===== src/rtl/topp_pkg.sv =====
package topp_pkg;
  typedef enum logic [2:0] {
    ST_NORM  = 3'd0,
    ST_FDOWN = 3'd1,
    ST_VDOWN = 3'd2,
    ST_LOW   = 3'd3,
    ST_VUP   = 3'd4,
    ST_FUP   = 3'd5
  } opp_state_e;
endpackage


===== src/rtl/topp_win_timer.sv =====
// Frequency-change window: at least FREQ_TICKS ticks, plus relock if enabled.
module topp_win_timer #(
  parameter int FREQ_TICKS = 4,
  parameter bit USE_RELOCK = 1'b1
) (
  input  logic clk,
  input  logic rst_n,
  input  logic active,
  input  logic tick,
  input  logic relock_done,
  output logic done
);
  localparam int WIN_W = $clog2(FREQ_TICKS + 1);
  localparam logic [WIN_W-1:0] WIN_END = WIN_W'(FREQ_TICKS);

  logic [WIN_W-1:0] cnt_q, cnt_d;
  logic             relock_ok;

  assign relock_ok = relock_done | !USE_RELOCK;

  always_comb begin
    cnt_d = cnt_q;
    if (!active)
      cnt_d = '0;
    else if (tick && cnt_q != WIN_END)
      cnt_d = cnt_q + WIN_W'(1);
  end

  always_ff @(posedge clk or negedge rst_n) begin
    if (!rst_n) cnt_q <= '0;
    else        cnt_q <= cnt_d;
  end

  assign done = active && (cnt_q == WIN_END) && relock_ok;
endmodule


===== src/rtl/topp_hyst_timer.sv =====
// Hysteresis down-counter: reloads while flag high or disarmed.
module topp_hyst_timer #(
  parameter int HYST_TICKS = 8
) (
  input  logic clk,
  input  logic rst_n,
  input  logic tick,
  input  logic arm,
  input  logic temp_hi,
  output logic expired
);
  localparam int HW = $clog2(HYST_TICKS + 1);
  localparam logic [HW-1:0] RELOAD = HW'(HYST_TICKS);

  logic [HW-1:0] cnt_q, cnt_d;

  always_comb begin
    cnt_d = cnt_q;
    if (temp_hi || !arm)
      cnt_d = RELOAD;
    else if (tick && cnt_q != '0)
      cnt_d = cnt_q - HW'(1);
  end

  always_ff @(posedge clk or negedge rst_n) begin
    if (!rst_n) cnt_q <= RELOAD;
    else        cnt_q <= cnt_d;
  end

  assign expired = (cnt_q == '0);
endmodule


===== src/rtl/topp_vid_stepper.sv =====
// Voltage code walker: one code per step, STEP_TICKS ticks apart.
module topp_vid_stepper #(
  parameter int VID_W      = 6,
  parameter int STEP_TICKS = 2
) (
  input  logic             clk,
  input  logic             rst_n,
  input  logic             tick,
  input  logic             load,
  input  logic [VID_W-1:0] load_val,
  input  logic             run,
  input  logic [VID_W-1:0] target,
  output logic [VID_W-1:0] vid,
  output logic             at_target
);
  localparam int GW = $clog2(STEP_TICKS + 1);
  localparam logic [GW-1:0] GAP_RELOAD = GW'(STEP_TICKS - 1);

  logic [VID_W-1:0] vid_q, vid_d;
  logic [GW-1:0]    gap_q, gap_d;
  logic             step_en, go_up;

  assign at_target = (vid_q == target);
  assign go_up     = (target > vid_q);
  assign step_en   = run && !at_target && tick && (gap_q == '0);

  always_comb begin
    vid_d = vid_q;
    gap_d = gap_q;
    if (load) begin
      vid_d = load_val;
      gap_d = '0;
    end else if (tick) begin
      if (step_en) begin
        vid_d = go_up ? vid_q + VID_W'(1) : vid_q - VID_W'(1);
        gap_d = GAP_RELOAD;
      end else if (gap_q != '0) begin
        gap_d = gap_q - GW'(1);
      end
    end
  end

  always_ff @(posedge clk or negedge rst_n) begin
    if (!rst_n) begin
      vid_q <= '0;
      gap_q <= '0;
    end else begin
      vid_q <= vid_d;
      gap_q <= gap_d;
    end
  end

  assign vid = vid_q;
endmodule


===== src/rtl/topp_irq_latch.sv =====
// Captures interrupt rising edges during bus hold-off until acknowledged.
module topp_irq_latch #(
  parameter int IRQ_W = 4
) (
  input  logic             clk,
  input  logic             rst_n,
  input  logic             capture,
  input  logic [IRQ_W-1:0] irq_in,
  input  logic [IRQ_W-1:0] irq_ack,
  output logic [IRQ_W-1:0] pend
);
  logic [IRQ_W-1:0] prev_q;
  logic [IRQ_W-1:0] pend_q;

  for (genvar i = 0; i < IRQ_W; i++) begin : g_line
    logic rise, set_d;
    assign rise  = irq_in[i] && !prev_q[i];
    assign set_d = (capture && rise) || (pend_q[i] && !irq_ack[i]);

    always_ff @(posedge clk or negedge rst_n) begin
      if (!rst_n) begin
        prev_q[i] <= 1'b0;
        pend_q[i] <= 1'b0;
      end else begin
        prev_q[i] <= irq_in[i];
        pend_q[i] <= set_d;
      end
    end
  end

  assign pend = pend_q;
endmodule


===== src/rtl/thermal_opp_seq.sv =====
module thermal_opp_seq
  import topp_pkg::*;
#(
  parameter int RATIO_W    = 8,
  parameter int VID_W      = 6,
  parameter int IRQ_W      = 4,
  parameter int FREQ_TICKS = 4,
  parameter int STEP_TICKS = 2,
  parameter int HYST_TICKS = 8,
  parameter bit USE_RELOCK = 1'b1
) (
  input  logic               clk,
  input  logic               rst_n,
  input  logic               tick,
  input  logic               en,
  input  logic               temp_hi,
  input  logic [RATIO_W-1:0] norm_ratio,
  input  logic [RATIO_W-1:0] low_ratio,
  input  logic [VID_W-1:0]   norm_vid,
  input  logic [VID_W-1:0]   low_vid,
  input  logic               relock_done,
  input  logic [IRQ_W-1:0]   irq_in,
  input  logic [IRQ_W-1:0]   irq_ack,
  output logic [RATIO_W-1:0] cur_ratio,
  output logic [VID_W-1:0]   vid_out,
  output logic               bus_block,
  output logic               relock_req,
  output logic [IRQ_W-1:0]   irq_pend
);
  opp_state_e         state_q, state_d;
  logic [RATIO_W-1:0] ratio_q, ratio_d;
  logic               in_window, win_done;
  logic               hyst_arm, hyst_expired;
  logic               step_run, at_target;
  logic [VID_W-1:0]   step_target;

  assign in_window   = (state_q == ST_FDOWN) || (state_q == ST_FUP);
  assign hyst_arm    = (state_q == ST_VDOWN) || (state_q == ST_LOW);
  assign step_run    = (state_q == ST_VDOWN) || (state_q == ST_VUP);
  assign step_target = (state_q == ST_VUP) ? norm_vid : low_vid;

  topp_win_timer #(
    .FREQ_TICKS(FREQ_TICKS),
    .USE_RELOCK(USE_RELOCK)
  ) u_win (
    .clk        (clk),
    .rst_n      (rst_n),
    .active     (in_window),
    .tick       (tick),
    .relock_done(relock_done),
    .done       (win_done)
  );

  topp_hyst_timer #(
    .HYST_TICKS(HYST_TICKS)
  ) u_hyst (
    .clk    (clk),
    .rst_n  (rst_n),
    .tick   (tick),
    .arm    (hyst_arm),
    .temp_hi(temp_hi),
    .expired(hyst_expired)
  );

  topp_vid_stepper #(
    .VID_W     (VID_W),
    .STEP_TICKS(STEP_TICKS)
  ) u_step (
    .clk      (clk),
    .rst_n    (rst_n),
    .tick     (tick),
    .load     (state_q == ST_NORM),
    .load_val (norm_vid),
    .run      (step_run),
    .target   (step_target),
    .vid      (vid_out),
    .at_target(at_target)
  );

  topp_irq_latch #(
    .IRQ_W(IRQ_W)
  ) u_irq (
    .clk    (clk),
    .rst_n  (rst_n),
    .capture(in_window),
    .irq_in (irq_in),
    .irq_ack(irq_ack),
    .pend   (irq_pend)
  );

  // Next-state: frequency first going down, voltage first coming back.
  always_comb begin
    state_d = state_q;
    ratio_d = ratio_q;
    unique case (state_q)
      ST_NORM: begin
        ratio_d = norm_ratio;
        if (en && temp_hi) begin
          state_d = ST_FDOWN;
          ratio_d = low_ratio;
        end
      end
      ST_FDOWN: begin
        if (win_done) state_d = ST_VDOWN;
      end
      ST_VDOWN: begin
        if (!en)            state_d = ST_VUP;
        else if (at_target) state_d = ST_LOW;
      end
      ST_LOW: begin
        if (!en || (!temp_hi && hyst_expired)) state_d = ST_VUP;
      end
      ST_VUP: begin
        if (en && temp_hi) begin
          state_d = ST_VDOWN;
        end else if (at_target) begin
          state_d = ST_FUP;
          ratio_d = norm_ratio;
        end
      end
      ST_FUP: begin
        if (win_done) state_d = ST_NORM;
      end
      default: state_d = ST_NORM;
    endcase
  end

  always_ff @(posedge clk or negedge rst_n) begin
    if (!rst_n) begin
      state_q <= ST_NORM;
      ratio_q <= '0;
    end else begin
      state_q <= state_d;
      ratio_q <= ratio_d;
    end
  end

  assign cur_ratio  = ratio_q;
  assign bus_block  = in_window;
  assign relock_req = in_window;
endmodule


===== config.mk =====
export PLATFORM = sky130hd
export DESIGN_NAME = thermal_opp_seq
export DESIGN_NICKNAME = d
export VERILOG_FILES = /design/src/rtl/topp_pkg.sv /design/src/rtl/topp_win_timer.sv /design/src/rtl/topp_hyst_timer.sv /design/src/rtl/topp_vid_stepper.sv /design/src/rtl/topp_irq_latch.sv /design/src/rtl/thermal_opp_seq.sv
export SDC_FILE = /design/constraint.sdc
export NUM_CORES = 1
export LEC_CHECK = 0
export BUFFER_PORTS_ARGS = -buffer_cell sky130_fd_sc_hd__buf_2
export CORE_UTILIZATION = 51
export DETAILED_ROUTE_END_ITERATION = 8
export PLACE_DENSITY = 0.91
export SYNTH_ARGS = -nofsm -noshare
export SYNTH_HDL_FRONTEND = slang
export SYNTH_SLANG_ARGS = --single-unit

===== constraint.sdc =====
create_clock -name clk -period 4.3 [get_ports clk]
set_clock_uncertainty 0.1 [all_clocks]
set_input_delay 1.075 -clock clk [delete_from_list [all_inputs] [get_ports clk]]
set_output_delay 1.075 -clock clk [all_outputs]
set_load 0.01 [all_outputs]

Word-level counts from Yosys, hierarchy flattened
Index checks and enable logic that the tools add are counted.
Widths: inputs -> output; s select.
{"block": "totals", "regBits": 34, "wordCells": 119, "in_bits": 42, "output_inout_bits": 20, "mem_bits_ro": 0, "memories": 0, "ramBits": 0, "latch_bits": 0}
{"block": "op_classes", "eq_ne": 17, "muxes": 26, "addsub": 5, "bitwise": 0, "shifts": 0, "n_mul": 0, "n_reduce_logical": 56, "div": 0, "n_lt_le_gt_ge": 1}
{"op": "$mux 3", "count": 10}
{"op": "$mux 6", "count": 5}
{"op": "$mux 8", "count": 3}
{"op": "$logic_and 1x1->1", "count": 21}
{"op": "$pmux 3 s6", "count": 1}
{"op": "$pmux 8 s2", "count": 1}
{"op": "$logic_not 1->1", "count": 12}
{"op": "$reduce_bool 2->1", "count": 5}
{"op": "$eq 3x3->1 const B", "count": 3}
{"op": "$logic_or 1x1->1", "count": 9}
{"op": "$mux 2", "count": 4}
{"op": "$mux 4", "count": 2}
{"op": "$ne 2x1->1 const B", "count": 4}
{"op": "$add 6x1->6 const B", "count": 1}
{"op": "$eq 3x2->1 const B", "count": 2}
{"op": "$eq 6x6->1", "count": 1}
{"op": "$gt 6x6->1", "count": 1}
{"op": "$ne 2x2->1 const B", "count": 3}
{"op": "$reduce_and 6->1", "count": 1}
{"op": "$sub 6x1->6 const B", "count": 1}
{"op": "$logic_not 4->1", "count": 1}
{"op": "$reduce_and 2->1", "count": 2}
{"op": "$reduce_bool 4->1", "count": 1}
{"op": "$sub 4x1->4 const B", "count": 1}
{"op": "10 further kinds", "count": 10}

Longest topological paths before layout
{"block": "logic_depth", "ltp_word": 10, "depth_mapped": 16, "depth_no_buf": 15}

Cells and area by module
From an unflattened synthesis, not the netlist that was laid out.
{"block": "unflattened", "hier_cells": 230, "hier_area_um2": 2219.6}
{"module": "thermal_opp_seq", "area_per_inst_um2": 780.7, "n_inst": 1, "cells_each": 83}
{"module": "topp_vid_stepper", "area_per_inst_um2": 753.2, "n_inst": 1, "cells_each": 86}
{"module": "topp_irq_latch", "area_per_inst_um2": 269.0, "n_inst": 1, "cells_each": 20}
{"module": "topp_hyst_timer", "area_per_inst_um2": 224.0, "n_inst": 1, "cells_each": 23}
{"module": "topp_win_timer", "area_per_inst_um2": 192.7, "n_inst": 1, "cells_each": 18}

Worst setup path after synthesis
No wires, ideal clock.
{"block": "synth_timing", "path_type": "reg2reg", "startpoint": "reg state_q[1]", "endpoint": "reg u_step.vid_q[5] (netlist: u_step.vid[5])", "path_stages_with_launch": 17, "synth_period_minus_slack_ps": 3895, "setup_ps": 126, "path_slack_ps": 405, "arrival_time_ps": 3669, "t_required_ps": 4074, "cell_sequence": "dfrtp_1 nor2_1 and2_2 clkbuf_1 mux2_2 ha_1 nand4_2 o21bai_1 a31oi_1 inv_1 ha_1 a211oi_1 o21bai_1 a21oi_1 xnor2_1 a21bo_1 a221o_1"}
{"block": "synth_between", "elab_chain_cells": 9}
{"item": "from (decl)", "line_no": "thermal_opp_seq.sv:30", "text": "opp_state_e state_q, state_d;"}
{"item": "from (signal assigned)", "line_no": "thermal_opp_seq.sv:133", "text": "state_q <= state_d;"}
{"item": "branches (longest 9 deep; another with $gt 6x6->1)"}
{"item": "to (signal assigned)", "line_no": "topp_vid_stepper.sv:48", "text": "vid_q <= vid_d;"}
{"item": "to (decl)", "line_no": "topp_vid_stepper.sv:19", "text": "logic [VID_W-1:0] vid_q, vid_d;"}
Several ways; the timed one is not identified. The select of a mux whose other input is x is not followed.
A chain may end at the register's enable or synchronous reset.

Final worst setup path
Same ends and word-level chain as after synthesis.

==> results.json <==
{
  "grt-busiest-layer": "met2",
  "power_mw": 1.78,
  "syn-num-nets": 261,
  "ctsHtreeMaxLevel": 2,
  "status": "complete, no violations",
  "wl_per_cell_um": 13.1,
  "insertion_delay_ps": 280,
  "p_per_area_mw_per_mm2": 731,
  "postCtsSetupBuffers": 0,
  "drt_first_iter_violations": 51,
  "worst_setup_path_end_kind": "flip-flop",
  "wirelength_um": 4140,
  "avgSynthCellArea_um2": 9.81,
  "ff2ff_path_depth": 15,
  "path_buf_inv": 1,
  "core_mm2": 0.00372,
  "synth.most_common_cell": "dfrtp_1",
  "tightest_slew_ps": 1190,
  "hpwl_um": 3150,
  "synthTopCellsByCount": "dfrtp_1, inv_1, nand2_1, ha_1, nor2_1",
  "timing.rr.end": "u_step.vid[5]",
  "path_cells": "nor2_2 > and2_4 > mux2_2 > ha_1 > nand4_2 > o21bai_1 > a31oi_1 > inv_1 > ha_1 > a211oi_1 > o21bai_1 > a21oi_1 > xnor2_1 > a21bo_1 > a221o_1",
  "clkTransAtPathRegs_ps": 60,
  "n_fill_cell": 306,
  "synth-main-ff-cell": "dfrtp_1",
  "grt_max_degree": 35,
  "max_freq_mhz": 252,
  "slew_viol_final": 0,
  "crit_arrival_ps": 4040,
  "syn_area_mm2": 0.00201,
  "grt_use_met3_pct": 4.58,
  "clock-sinks": 34,
  "clockBufferDepth": 2,
  "synth.distinct_cells": 47,
  "first_global_vias": 1567,
  "synthTopCellsByArea": "dfrtp_1, ha_1, mux2i_1",
  "ys_seq_elements": 34,
  "critPathMaxFanout": 8,
  "crit_start": "state_q[1]",
  "syn2layout_area_growth_pct": 21.1,
  "period_needed_ps": 3980,
  "synth_warnings": 0,
  "worst-path-stages": 15,
  "via_count": 1733,
  "start_kind": "flip-flop",
  "r2r_start": "state_q[1]",
  "cts_tree": "yes",
  "slowest_stage": "dfrtp_1",
  "drive_above_1_share_pct": 31.7,
  "die_h_um": 64.8,
  "ant_nets": 0,
  "gr-total-overflow": 0,
  "cp_data_required_time_ps": 4360,
  "hold_viol_final": 0,
  "cts_root_buffer": "clkbuf_8",
  "period_share_pct": 92.5,
  "cts_buffers": 5,
  "leakage_nw": 1.23,
  "io_buffers": 61,
  "yosysTopAreaCellShare_pct": 41.0,
  "gp_routability_congestion": 0.897,
  "grt_pass1_wl_um": 6740,
  "yosysSeqAreaShare_pct": 42.4,
  "whs_ps": 341,
  "cp-endpoint": "u_step.vid[5]",
  "pin_count": 62,
  "placedCellCount": 308,
  "reg2reg_slack_ps": 320,
  "grtUsageMet2_pct": 36.7,
  "antenna_found_initial": 0,
  "drc": 0,
  "setup_viol": 0,
  "grt_usage_pct": 21.3,
  "rsz0062_at_grt": "false",
  "first_pass_iters": 5,
  "synth_area_leader_cell": "dfrtp_1",
  "synth_edf_count": 0,
  "start_util_pct": 54.1,
  "die_w_um": 64.8,
  "fin_cells": 316,
  "regArea_um2": 852,
  "layout.nets": 323,
  "hold_class": "flip-flop to flip-flop",
  "cap_violations": 0,
  "antenna-diode-count": 0,
  "row_count": 22,
  "synthArstFlopShare_pct": 100,
  "viasPerCell": 5.48,
  "die_area_mm2": 0.00420,
  "vdd_ir_drop_max_mv": 0.258,
  "cp_slowest_stage_delay_ps": 460,
  "synthCells": 205,
  "relSlewSlack_pct": 20.2,
  "multi_input_area_mm2": 0.00104,
  "tns_ps": 0,
  "global_route.usage.met1_pct": 25.2,
  "critPathKind": "flip-flop to flip-flop",
  "cp_top_family": "compound AO/OA/AOI/OAI gates"
}
## cell families after synthesis
kind of cell	share of synthesized area (%)
simple gates	14.1
compound gates	17.5
flops	42.4
buf+inv	6.22
mux	7.28
fa+ha+maj	9.08
xor+xnor	3.48
## layer usage
metal | wire length [um] | up-vias | part of all wire (%)
li1 | - | 846 | -
met1 | 1770 | 819 | 43
met2 | 2050 | 57 | 50
met3 | 240 | 11 | 5.8
met4 | 82 | 0 | 2.0
met5 | 0 | - | 0
## layout make-up
type | instances | area share, %
multi-input combinational | 141 | 42.6
sequential | 34 | 35.0
timing repair buffer | 61 | 12.5
inverter | 24 | 3.70
clock buffer | 7 | 3.54
tap | 48 | 2.46
clock inverter | 1 | 0.205
## layout by cell type (no fill, tap or decap), drive strengths merged, types with 2 or more instances in the layout
cell    count
nor2       14
and3        2
a21oi      12
nand2      17
nand2b      3
nor2b       2
o32ai       4
nor3        4
a31oi       7
o221a       2
inv        24
xnor2       4
buf        61
dfrtp      33
mux2        5
a21o        3
clkbuf      7
o22ai       3
and2b       2
xor2        4
nand3       2
o21bai      2
o21ai      10
a211oi      2
mux2i       9
ha         13
or3         2
o221ai      3
## worst register-to-register path: stages (launching register included)
cell	delay, ps
dfrtp_1	460
nor2_2	180
and2_4	260
mux2_2	360
ha_1	330
nand4_2	150
o21bai_1	200
a31oi_1	240
inv_1	160
ha_1	320
a211oi_1	230
o21bai_1	110
a21oi_1	170
xnor2_1	110
a21bo_1	200
a221o_1	300
## how the worst min path moves through the flow
stage                                from  slack [ps]  depth (start not counted)       endpoint
final                     u_irq.prev_q[2]         340                          1  u_irq.pend[2]
after global routing      u_irq.prev_q[2]         360                          1  u_irq.pend[2]
after CTS                 u_irq.prev_q[0]         350                          1  u_irq.pend[0]
after detailed placement  u_irq.prev_q[0]         340                          1  u_irq.pend[0]
after global placement    u_irq.prev_q[0]         330                          1  u_irq.pend[0]
after floorplan           u_irq.prev_q[0]         320                          1  u_irq.pend[0]
## per-stage QoR
step | utilization, % | cell area, um^2 | setup slack [ps]
floorplan | - | 2010 | 405
global placement | 63.0 | 2340 | 280
detailed placement | 63.0 | 2340 | 148
CTS | 65.5 | 2430 | 212
global route | 65.6 | 2440 | 12.4
finish | 65.6 | 2440 | 324
## sequential cells by signal (all words and copies together) (netlist names)
register	count
state_q	3
u_irq.pend	4
u_hyst.cnt_q	4
u_irq.prev_q	4
u_win.cnt_q	3
u_step.vid	6
u_step.gap_q	2
cur_ratio	8
## timing repair
item,CTS,global route
gates resized for setup,0,2
hold buffers,0,0
setup endpoints to repair,0,1
hold endpoints to repair,0,0
## report_power, final
part | leakage, nW | switching (mW) | internal [mW] | total (mW)
registers | 0.425 | 0.0970 | 0.432 | 0.529
logic | 0.759 | 0.562 | 0.456 | 1.02
clock network | 0.0482 | 0.106 | 0.129 | 0.235
Power figures use the tool's default switching activity.
